File: config.mk
export PLATFORM = sky130hd
export DESIGN_NAME = tern_gate_cell
export DESIGN_NICKNAME = d
export VERILOG_FILES = /design/src/rtl/tern_pkg.sv /design/src/rtl/tern_eval.sv /design/src/rtl/tern_delay_line.sv /design/src/rtl/tern_gate_cell.sv
export SDC_FILE = /design/constraint.sdc
export NUM_CORES = 1
export LEC_CHECK = 0
export ABC_AREA = 1
export BUFFER_PORTS_ARGS = -buffer_cell sky130_fd_sc_hd__buf_4
export CAP_MARGIN = 10
export CORE_ASPECT_RATIO = 0.6
export CORE_MARGIN = 2
export CORE_UTILIZATION = 30
export CTS_BUF_LIST = sky130_fd_sc_hd__clkbuf_8 sky130_fd_sc_hd__clkbuf_16
export DETAILED_ROUTE_END_ITERATION = 10
export RECOVER_POWER = 50
export SETUP_SLACK_MARGIN = 0.15
export SLEW_MARGIN = 10
export SYNTH_ARGS = -nofsm -noshare
export SYNTH_HDL_FRONTEND = slang
export SYNTH_SLANG_ARGS = --single-unit
File: constraint.sdc
create_clock -name clk -period 1.2 [get_ports clk]
set_input_delay 0.12 -clock clk [delete_from_list [all_inputs] [get_ports clk]]
set_output_delay 0.12 -clock clk [all_outputs]
set_load 0.05 [all_outputs]
File: src/rtl/tern_pkg.sv
package tern_pkg;

    typedef enum logic [1:0] {
        TV_ZERO = 2'b00,
        TV_ONE  = 2'b01,
        TV_UNK  = 2'b10
    } tern_t;

    typedef enum logic [1:0] {
        GK_INV = 2'b00,
        GK_AND = 2'b01,
        GK_OR  = 2'b10,
        GK_BAD = 2'b11
    } gate_kind_t;

    // Map a raw two-bit code onto a legal ternary value (11 -> unknown).
    function automatic tern_t tern_norm(input logic [1:0] code);
        case (code)
            2'b00:   return TV_ZERO;
            2'b01:   return TV_ONE;
            default: return TV_UNK;
        endcase
    endfunction

    function automatic tern_t tern_inv(input tern_t v);
        case (v)
            TV_ZERO: return TV_ONE;
            TV_ONE:  return TV_ZERO;
            default: return TV_UNK;
        endcase
    endfunction

endpackage

File: src/rtl/tern_eval.sv
module tern_eval
    import tern_pkg::*;
#(
    parameter int LANES = 4
) (
    input  logic [1:0]         kind,
    input  logic [LANES-1:0]   lane_en,
    input  logic [2*LANES-1:0] din,
    output tern_t              value
);

    logic [LANES-1:0] has_zero;
    logic [LANES-1:0] has_one;
    logic [LANES-1:0] has_unk;

    genvar i;
    generate
        for (i = 0; i < LANES; i++) begin : g_lane
            tern_t lv;
            assign lv          = tern_norm(din[2*i +: 2]);
            assign has_zero[i] = lane_en[i] && (lv == TV_ZERO);
            assign has_one[i]  = lane_en[i] && (lv == TV_ONE);
            assign has_unk[i]  = lane_en[i] && (lv == TV_UNK);
        end
    endgenerate

    tern_t and_v;
    tern_t or_v;
    tern_t inv_v;

    always_comb begin
        if (|has_zero)     and_v = TV_ZERO;
        else if (|has_unk) and_v = TV_UNK;
        else               and_v = TV_ONE;

        if (|has_one)      or_v = TV_ONE;
        else if (|has_unk) or_v = TV_UNK;
        else               or_v = TV_ZERO;

        inv_v = tern_inv(tern_norm(din[1:0]));
    end

    always_comb begin
        case (gate_kind_t'(kind))
            GK_INV:  value = inv_v;
            GK_AND:  value = and_v;
            GK_OR:   value = or_v;
            default: value = TV_UNK;
        endcase
    end

endmodule

File: src/rtl/tern_delay_line.sv
module tern_delay_line
    import tern_pkg::*;
#(
    parameter int DEPTH = 7,
    parameter int SELW  = $clog2(DEPTH + 1)
) (
    input  logic            clk,
    input  logic            rst,
    input  tern_t           d_in,
    input  logic [SELW-1:0] sel,
    output tern_t           q_out
);

    tern_t stg [DEPTH];

    always_ff @(posedge clk) begin
        if (rst) stg[0] <= TV_UNK;
        else     stg[0] <= d_in;
    end

    genvar s;
    generate
        for (s = 1; s < DEPTH; s++) begin : g_stage
            always_ff @(posedge clk) begin
                if (rst) stg[s] <= TV_UNK;
                else     stg[s] <= stg[s-1];
            end
        end
    endgenerate

    // Tap select: sel 0 bypasses the pipeline, sel k reads stage k-1.
    tern_t tap;
    always_comb begin
        tap = TV_UNK;
        for (int k = 1; k <= DEPTH; k++) begin
            if (int'(sel) == k) tap = stg[k-1];
        end
        q_out = (sel == '0) ? d_in : tap;
    end

endmodule

File: src/rtl/tern_gate_cell.sv
module tern_gate_cell
    import tern_pkg::*;
#(
    parameter int LANES   = 4,
    parameter int MAX_DLY = 7,
    localparam int DW     = $clog2(MAX_DLY + 1)
) (
    input  logic               clk,
    input  logic               rst,
    input  logic [1:0]         kind,
    input  logic [DW-1:0]      dly,
    input  logic [LANES-1:0]   lane_en,
    input  logic [2*LANES-1:0] din,
    output logic [1:0]         result
);

    tern_t eval_val;
    tern_t dl_out;

    tern_eval #(.LANES(LANES)) u_eval (
        .kind    (kind),
        .lane_en (lane_en),
        .din     (din),
        .value   (eval_val)
    );

    tern_delay_line #(.DEPTH(MAX_DLY), .SELW(DW)) u_dline (
        .clk   (clk),
        .rst   (rst),
        .d_in  (eval_val),
        .sel   (dly),
        .q_out (dl_out)
    );

    assign result = dl_out;

endmodule

== Word-level counts from Yosys, hierarchy flattened ==
Memories as Yosys holds them, arrays and structs flattened.
Index checks and enable logic that the tools add are counted.

* Memory bits (writable): 14
* Memory bits (read-only): 0
* Memories: 1
* Flip-flop bits (word level): 0
* Input port bits: 19
* Output and inout port bits: 2
* Bits in latches: 0

{| class="wikitable"
|+ Memory list
! name !! words !! bits a word !! rd ports !! clocked after memory_dff !! wr ports !! RTL line !! text
|-
| u_dline.stg || 7 || 2 || 7 || 0 || 7 || tern_delay_line.sv:14 || <nowiki>tern_t stg [DEPTH];</nowiki>
|}

* Reductions and logical operators: 25
* Add/sub/neg operators: 0
* Bitwise gates (word level): 7
* Magnitude comparators: 0
* Div/mod/pow operators: 0
* Mux-type cells: 28
* Shifts and indexed selects: 0
* Equality and inequality tests: 21
* Multipliers: 0

{| class="wikitable"
|+ Operators with widths
! kind !! number
|-
| 2-bit two-way mux || 19
|-
| 2-bit one-hot mux with 2 select lines || 5
|-
| 2-bit by 1-bit equality test with 1-bit output (second input constant) || 9
|-
| 2-bit zero test || 9
|-
| 3-bit equality test (second input constant) || 4
|-
| 1-bit logical AND || 12
|-
| 4-bit OR reduction || 3
|-
| 2-bit equality test (second input constant) || 5
|-
| 1-bit bitwise OR || 7
|-
| 3-bit by 2-bit equality test with 1-bit output (second input constant) || 2
|-
| 2-bit one-hot mux with 3 select lines || 1
|-
| 3-bit by 1-bit equality test with 1-bit output (second input constant) || 1
|-
| 3-bit zero test || 1
|-
| 1-bit two-way mux || 3
|}

== Longest topological paths before layout ==
Gate-level depths: netlist (run 1).

* Word-level depth: 9
* Depth in mapped cells: 8
* Depth with buffers taken out: 8

== Hierarchy ==
Synthesis (run 1) repeated with hierarchy kept, for this count alone.

* Cell total of the unflattened synthesis: 116
* Area, all modules: 754.5 µm²

{| class="wikitable"
|+ By module, submodules not included
! module !! instances !! area each (µm²) !! cells each !! seq. area each (µm²)
|-
| tern_delay_line || 1 || 571.8 || 75 || 280.3
|-
| tern_eval || 1 || 182.7 || 41 || 0.0
|}

== Least setup slack after synthesis (run 1) ==
OpenSTA, ideal clock, no wires.

* Path type: register -> output
* Start: memory u_dline.stg[0][1] (netlist bit)
* End: output port result[1]
* Slack: -206 ps
* Path buffers: 0
* Stages on the path, launching flop included: 7
* Arrival time: 1286 ps
* Data required time: 1080 ps
* Path through: dfxtp_1 -> inv_1 -> nand4_1 -> nand3_1 -> nor2_1 -> nand4_1 -> nor2_1

{| class="wikitable"
|+ RTL lines
! what !! RTL line !! text
|-
| start: declaration || tern_delay_line.sv:14 ||
|-
| end: declaration || tern_gate_cell.sv:14 || <nowiki>output logic [1:0] result</nowiki>
|}

==> results.toml, run 1 <==
[global_route]
grt_max_degree = 10
grt.overflow.total = 0
grt_first_pass_wirelength_mm = 3.105
grt_pass1_vias = 721
grt_antenna_before_repair = 0
gr-usage-all-layers_pct = 15.30

[timing]
finalHoldViolCount = 0
worst_setup_margin_ns = -0.2155
finClkSkew_ns = 0.001382
final.hold.worst_slack_ns = 0.09224
fin_crit_ns = 1.415
tightest_slew_ns = 0.3158
slew_viol_final = 0
totalNegativeSetupSlack_ns = -0.3622
slew_headroom_pct = 78.79
timing.final.setup_violations = 2
rsz0062_at_grt = "true"
finalCritPeriodShare_pct = 118.0
max_freq_mhz = 706.5

[route]
drtIter0Drc = 66
detail_route.wl_per_cell_um = 10.92
post-route-drc-count = 0
routed-via-count = 793
drt-pass1-iter-count = 4
detailed_route_wire_length_mm = 1.857
avgViaCountPerCell = 4.665
drtAntennaViolNets = 0

[worst_setup_path]
crit_fanout = 2
timing.reg2reg.worst_path_depth = 1
critical_path.endpoint_type = "primary output"
setup.worst_path.class = "reg2out"
crit_arrival_ns = 1.30
worstSetupStartpoint = "u_dline.stg[0][1]$_SDFF_PP1_"
reg2reg_to = "u_dline.stg[4][1]$_SDFF_PP1_"
crit_required_ns = 1.08
rr_startpoint = "u_dline.stg[3][1]$_SDFF_PP1_"
cp-start-kind = "register"
endpoint = "result[1]"
r2r_setup_slk_ns = 0.50

[floorplanning]
die_h_um = 42.10
initial_core_util_pct = 32.57
design.portCount = 21
core_area_mm2 = 0.002228
die_x_um = 67.50
fp-row-count = 13
dieArea_mm2 = 0.002841

[layout]
max_flop_register = "u_dline.stg"
finalNetCount = 160
final-instance-count-excl-fill = 170
largest_register_ffs = 14
antenna_cells = 0
share_of_post_route_cells_with_drive_strength_above_1_pct = 24.29
flow.area_growth_from_synthesis_pct = 37.24
top_regs = "u_dline.stg: 14 flops"
finish.utilization_pct = 44.69

[logic_synthesis]
yosys.area_share.simple_pct = 47.07
synthesis.area_per_instance_um2 = 6.256
synth_top_family_by_area = "simple AND/OR/NAND/NOR gates"
mappedNetlistArea_um2 = 725.7
synth_net_count = 135
netlist_instances = 116
yosysSeqAreaShare_pct = 38.62
synth.ff_latch_count = 14
yosys.area_share.xor_xnor_pct = 0
synth-warning-count = 0
synth_fa_ha_area_share_pct = 0
synth_mux_area_share_pct = 0
post_synth_num_cell_types = 15
synth-compound-area-share_pct = 1.379

[cts]
total_cts_buffers = 3
cts_htree_levels = 1
source_to_sink_clock_delay_at_the_later_pin_of_the_worst_skew_pair_ns = 0.25
clk_pin_slew_ns = 0.06
numClockSinks = 14
ctsLongestPathBuffers = 2
cts_hold_buffers = 0
cts_tree = "yes"
clk_root_buffer_cell = "sky130_fd_sc_hd__clkbuf_8"

[place]
dp.cells = 166
detailedPlacementHpwl_mm = 1.451
numPortBuffers = 20
gp_congestion = 0.7696

[job]
max_cap_viol_count = 0

[pwr]
combPwrFrac_pct = 17.1
static-leakage-power_nw = 0.5066
reg_power_share_pct = 42.2
reported_net_switching_power_mw = 0.2911
internal_power_mw = 0.8530
power.share.switching_pct = 25.44
share_clk_of_total_power_pct = 40.7
vdd.ir_drop.worst_mv = 0.3668
power.density_mw_per_mm2 = 1149

[status]
failing_checks = "setup timing"
run_status = "finished with violations"

[min_path]
holdCritPathClass = "in2reg"
[worst max-delay path, stage by stage, from the launching register on]
cell                      delay (ns)
sky130_fd_sc_hd__dfxtp_2        0.32
sky130_fd_sc_hd__inv_2          0.03
sky130_fd_sc_hd__nand4_1        0.08
sky130_fd_sc_hd__nand3_1        0.09
sky130_fd_sc_hd__nor2_1         0.12
sky130_fd_sc_hd__nand4_1        0.14
sky130_fd_sc_hd__nor2_4         0.12
sky130_fd_sc_hd__buf_8          0.15
[power groups by stage]
stage | Clock [mW] | Combinational [mW] | Sequential [mW]
after global placement | 0 | 0.182 | 0.491
after detailed placement | 0 | 0.186 | 0.492
after floorplan | 0 | 0.0936 | 0.490
after global routing | 0.501 | 0.216 | 0.484
final | 0.466 | 0.195 | 0.483
after CTS | 0.478 | 0.190 | 0.481
[layout by cell type, fill, tap and decap left out, types with 2 or more instances in the layout]
cell type	instances
sky130_fd_sc_hd__buf_4	19
sky130_fd_sc_hd__clkbuf_8	4
sky130_fd_sc_hd__dfxtp_1	12
sky130_fd_sc_hd__dfxtp_2	2
sky130_fd_sc_hd__inv_1	20
sky130_fd_sc_hd__inv_2	4
sky130_fd_sc_hd__nand2_1	24
sky130_fd_sc_hd__nand3_1	11
sky130_fd_sc_hd__nand4_1	11
sky130_fd_sc_hd__nor2_1	18
sky130_fd_sc_hd__nor3_1	5
[metrics by stage]
stage / area, um^2 / power [mW] / setup slack [ns]
2_1_floorplan: 735.7 / 0.5839 / 0.1261
3_3_place_gp: 927.1 / 0.6729 / -0.01023
3_5_place_dp: 927.1 / 0.6781 / -0.03419
4_1_cts: 989.7 / 1.150 / -0.2370
5_1_grt: 996.0 / 1.201 / -0.3471
6_report: 996.0 / 1.144 / -0.2155
[worst min-delay path by stage]
| stage | from | end | slack (ns) | cells past startpoint |
|---|---|---|---|---|
| CTS | rst | u_dline.stg[4][0]$_SDFF_PP0_ | 0.09 | 2 |
| finish | rst | u_dline.stg[6][0]$_SDFF_PP0_ | 0.09 | 2 |
| floorplan | kind[1] | u_dline.stg[0][1]$_SDFF_PP1_ | 0.28 | 2 |
| global placement | rst | u_dline.stg[5][0]$_SDFF_PP0_ | 0.35 | 2 |
| global route | rst | u_dline.stg[6][0]$_SDFF_PP0_ | 0.09 | 2 |
| detailed placement | rst | u_dline.stg[4][0]$_SDFF_PP0_ | 0.35 | 2 |
[routing by layer]
metal	up-vias	wire length, um	global-route usage (%)	share of wire [%]
li1	414	-	-	-
met1	360	955	20.29	51
met2	14	792	20.78	43
met3	5	67	6.452	3.6
met4	0	42	7.755	2.3
met5	-	0	0	0
[cells in the mapped netlist]
| cell | count | area [um^2] |
|---|---|---|
| sky130_fd_sc_hd__nand3_1 | 11 | 55.05 |
| sky130_fd_sc_hd__or3_1 | 1 | 6.260 |
| sky130_fd_sc_hd__nand4_1 | 11 | 68.82 |
| sky130_fd_sc_hd__dfxtp_1 | 14 | 280.3 |
| sky130_fd_sc_hd__inv_2 | 3 | 11.26 |
| sky130_fd_sc_hd__inv_1 | 21 | 78.83 |
| sky130_fd_sc_hd__or2_2 | 1 | 6.260 |
| sky130_fd_sc_hd__o21ai_0 | 1 | 5.000 |
| sky130_fd_sc_hd__nand2_1 | 25 | 93.84 |
| sky130_fd_sc_hd__nor3b_1 | 1 | 7.510 |
| sky130_fd_sc_hd__nand3b_1 | 1 | 7.510 |
| sky130_fd_sc_hd__nor3_1 | 5 | 25.02 |
| sky130_fd_sc_hd__a21oi_1 | 1 | 5.000 |
| sky130_fd_sc_hd__nor2_1 | 19 | 71.32 |
| sky130_fd_sc_hd__clkbuf_1 | 1 | 3.750 |
[timing repair]
action,4_1_cts,5_1_grt
pin swaps,1,1
gates cloned,0,0
buffers inserted,0,0
gates resized for setup,2,4
setup endpoints to repair,2,2
[layout make-up]
cell class / count / area [um^2]
timing repair buffer: 21 / 168.9
multi-input combinational: 77 / 361.6
sequential: 14 / 282.8
clock buffer: 4 / 55.05
inverter: 24 / 90.09
tap: 30 / 37.54
fill: 231 / 1232
[kinds of logic after synthesis]
family / Yosys count
and+or+nand+nor: 75
buffers and inverters: 25
DFF: 14
AOI/OAI and AO/OA: 2
Note: power is estimated with default switching activity, not from simulation.
==> run 2: changes to the inputs <==
--- a/config.mk
+++ b/config.mk
@@ -15,7 +15,7 @@
 export DETAILED_ROUTE_END_ITERATION = 10
 export RECOVER_POWER = 50
 export SETUP_SLACK_MARGIN = 0.15
-export SLEW_MARGIN = 10
+export SLEW_MARGIN = 5
 export SYNTH_ARGS = -nofsm -noshare
 export SYNTH_HDL_FRONTEND = slang
 export SYNTH_SLANG_ARGS = --single-unit
==> constraint.sdc (replaced) <==
create_clock -name clk -period 1.5 [get_ports clk]
set_input_delay 0.15 -clock clk [delete_from_list [all_inputs] [get_ports clk]]
set_output_delay 0.15 -clock clk [all_outputs]
set_load 0.05 [all_outputs]
==> run 2 against run 1 <==
Compared with the run above:
- the flow now finishes without violations
- die area is the same
- non-clock buffer count shrank 1
- combinational power shrank 25%
- core utilization shrank 0.79 points
- critical path depth is the same
- clock power shrank 21%
- sequential power shrank 20%
- global-route usage shrank 0.57 points
- routed wire length shrank 2.6%
- via count grew 1.4%
- cell area shrank 1.8%
- critical endpoint unchanged
- largest cell class unchanged
==> results.toml, run 2 (synthesis results as in run 1) <==
[status]
run_status = "finished, final reports clean"

[worst_setup_path]
critical_path.endpoint_type = "primary output"
timing.critical_path.slowest_stage_cell = "sky130_fd_sc_hd__dfxtp_2"
cp-start-kind = "register"
crit_fanout = 2
crit_arrival_ns = 1.25
cpLargestDelayFamily = "simple AND/OR/NAND/NOR gates"
critical_path.max_stage_delay_ns = 0.32
crit_required_ns = 1.35
worstSetupStartpoint = "u_dline.stg[0][1]$_SDFF_PP1_"
critical_path_buf_inv_count = 2
setup.worst_path.class = "reg2out"
crit_path_cell_trace = "inv_2, nand4_1, nand3_1, nor2_1, nand4_1, nor2_2, buf_6"
rr_startpoint = "u_dline.stg[3][1]$_SDFF_PP1_"
crit_path_top_cell_by_count = "sky130_fd_sc_hd__nand4_1"

[cts]
clk_root_buffer_cell = "sky130_fd_sc_hd__clkbuf_8"
numClockSinks = 14
ctsLongestPathBuffers = 2
source_to_sink_clock_delay_at_the_later_pin_of_the_worst_skew_pair_ns = 0.25
clk_pin_slew_ns = 0.06
total_cts_buffers = 3
cts_tree = "yes"
cts_htree_levels = 1
cts_hold_buffers = 0

[floorplanning]
dieArea_mm2 = 0.002841
die_x_um = 67.50
design.portCount = 21
initial_core_util_pct = 32.57
die_h_um = 42.10
core_area_mm2 = 0.002228
fp-row-count = 13

[layout]
final-instance-count-excl-fill = 169
mostFrequentLayoutCells = "sky130_fd_sc_hd__nand2_1 (25), sky130_fd_sc_hd__inv_1 (20), sky130_fd_sc_hd__nor2_1 (18), sky130_fd_sc_hd__buf_4 (18)"
flow.area_growth_from_synthesis_pct = 34.83
share_of_post_route_cells_with_drive_strength_above_1_pct = 23.74
layout_commonest_cell = "sky130_fd_sc_hd__nand2_1"
top_regs = "u_dline.stg: 14 flops"
antenna_cells = 0
area.sequential_um2 = 284.0
finish.utilization_pct = 43.91
multiInputGateArea_um2 = 354.1
largest_register_ffs = 14
max_flop_register = "u_dline.stg"
fill_cell_instance_count_of_the_final_layout = 225
finalNetCount = 159

[route]
detail_route.wl_per_cell_um = 10.70
drtAntennaViolNets = 0
post-route-drc-count = 0
detailed_route_wire_length_mm = 1.809
drtIter0Drc = 37
drt-pass1-iter-count = 4
routed-via-count = 804
avgViaCountPerCell = 4.757

[place]
numPortBuffers = 20
dp.cells = 165
gp_congestion = 0.8049
detailedPlacementHpwl_mm = 1.462

[global_route]
grt_max_degree = 10
grt_pass1_vias = 720
grt.overflow.total = 0
grt_antenna_before_repair = 0
grt_first_pass_wirelength_mm = 3.098
gr-usage-all-layers_pct = 14.73

[job]
max_cap_viol_count = 0

[min_path]
worstHoldStart = "rst"
holdCritPathClass = "in2reg"

[timing]
final.hold.worst_slack_ns = 0.1173
max_freq_mhz = 714.5
totalNegativeSetupSlack_ns = 0
fin_crit_ns = 1.400
finalCritPeriodShare_pct = 93.30
tightest_slew_ns = 0.2965
finalHoldViolCount = 0
finClkSkew_ns = 0.001626
slew_viol_final = 0
rsz0062_at_grt = "true"
slew_headroom_pct = 80.08
timing.final.setup_violations = 0

[pwr]
vdd.ir_drop.worst_mv = 0.4084
power.density_mw_per_mm2 = 923.2
static-leakage-power_nw = 0.4995
run 2: cell types whose count changed in the layout (fill, tap and decap cells not counted), sizes merged:
cell and change:
buf -1
run 2: cell type report:
cell class,instances,area share (%)
multi-input combinational,77,36.19
sequential,14,29.03
timing repair buffer,20,16.11
inverter,24,9.207
clock buffer,4,5.627
tap,30,3.836
run 2: final timing paths:
check,to,slack (ns),cells after the start
max,result[1],0.10,7
min,u_dline.stg[1][0]$_SDFF_PP0_,0.12,2
max reg2reg,u_dline.stg[4][1]$_SDFF_PP1_,0.78,1
min reg2reg,u_dline.stg[3][1]$_SDFF_PP1_,0.42,2
run 2: power breakdown:
group	switching (mW)	internal (mW)	leakage, nW
registers	0.00425	0.383	0.115
logic	0.0853	0.0617	0.356
clock network	0.137	0.233	0.0288
total	0.226	0.677	0.499
run 2: layer usage:
layer | up-vias | global-route usage (%) | routed length, um
li1 | 416 | - | -
met1 | 366 | 18.96 | 843
met2 | 20 | 21.76 | 848
met3 | 2 | 5.645 | 105
met4 | 0 | 6.122 | 12
met5 | - | 0 | 0
run 2: what timing repair did:
item	4_1_cts	5_1_grt
setup endpoints to repair	2	2
pin swaps	1	3
buffers inserted	0	0
gates resized for setup	3	3
run 2: stage by stage:
stage / power (mW) / cell area [um^2] / worst slack (ns)
6_report: 0.9033 / 978.4 / 0.1005
5_1_grt: 0.9451 / 978.4 / -0.02476
2_1_floorplan: 0.4652 / 728.2 / 0.2665
3_3_place_gp: 0.5319 / 912.1 / 0.2703
4_1_cts: 0.9086 / 975.9 / 0.08633
3_5_place_dp: 0.5368 / 912.1 / 0.2435
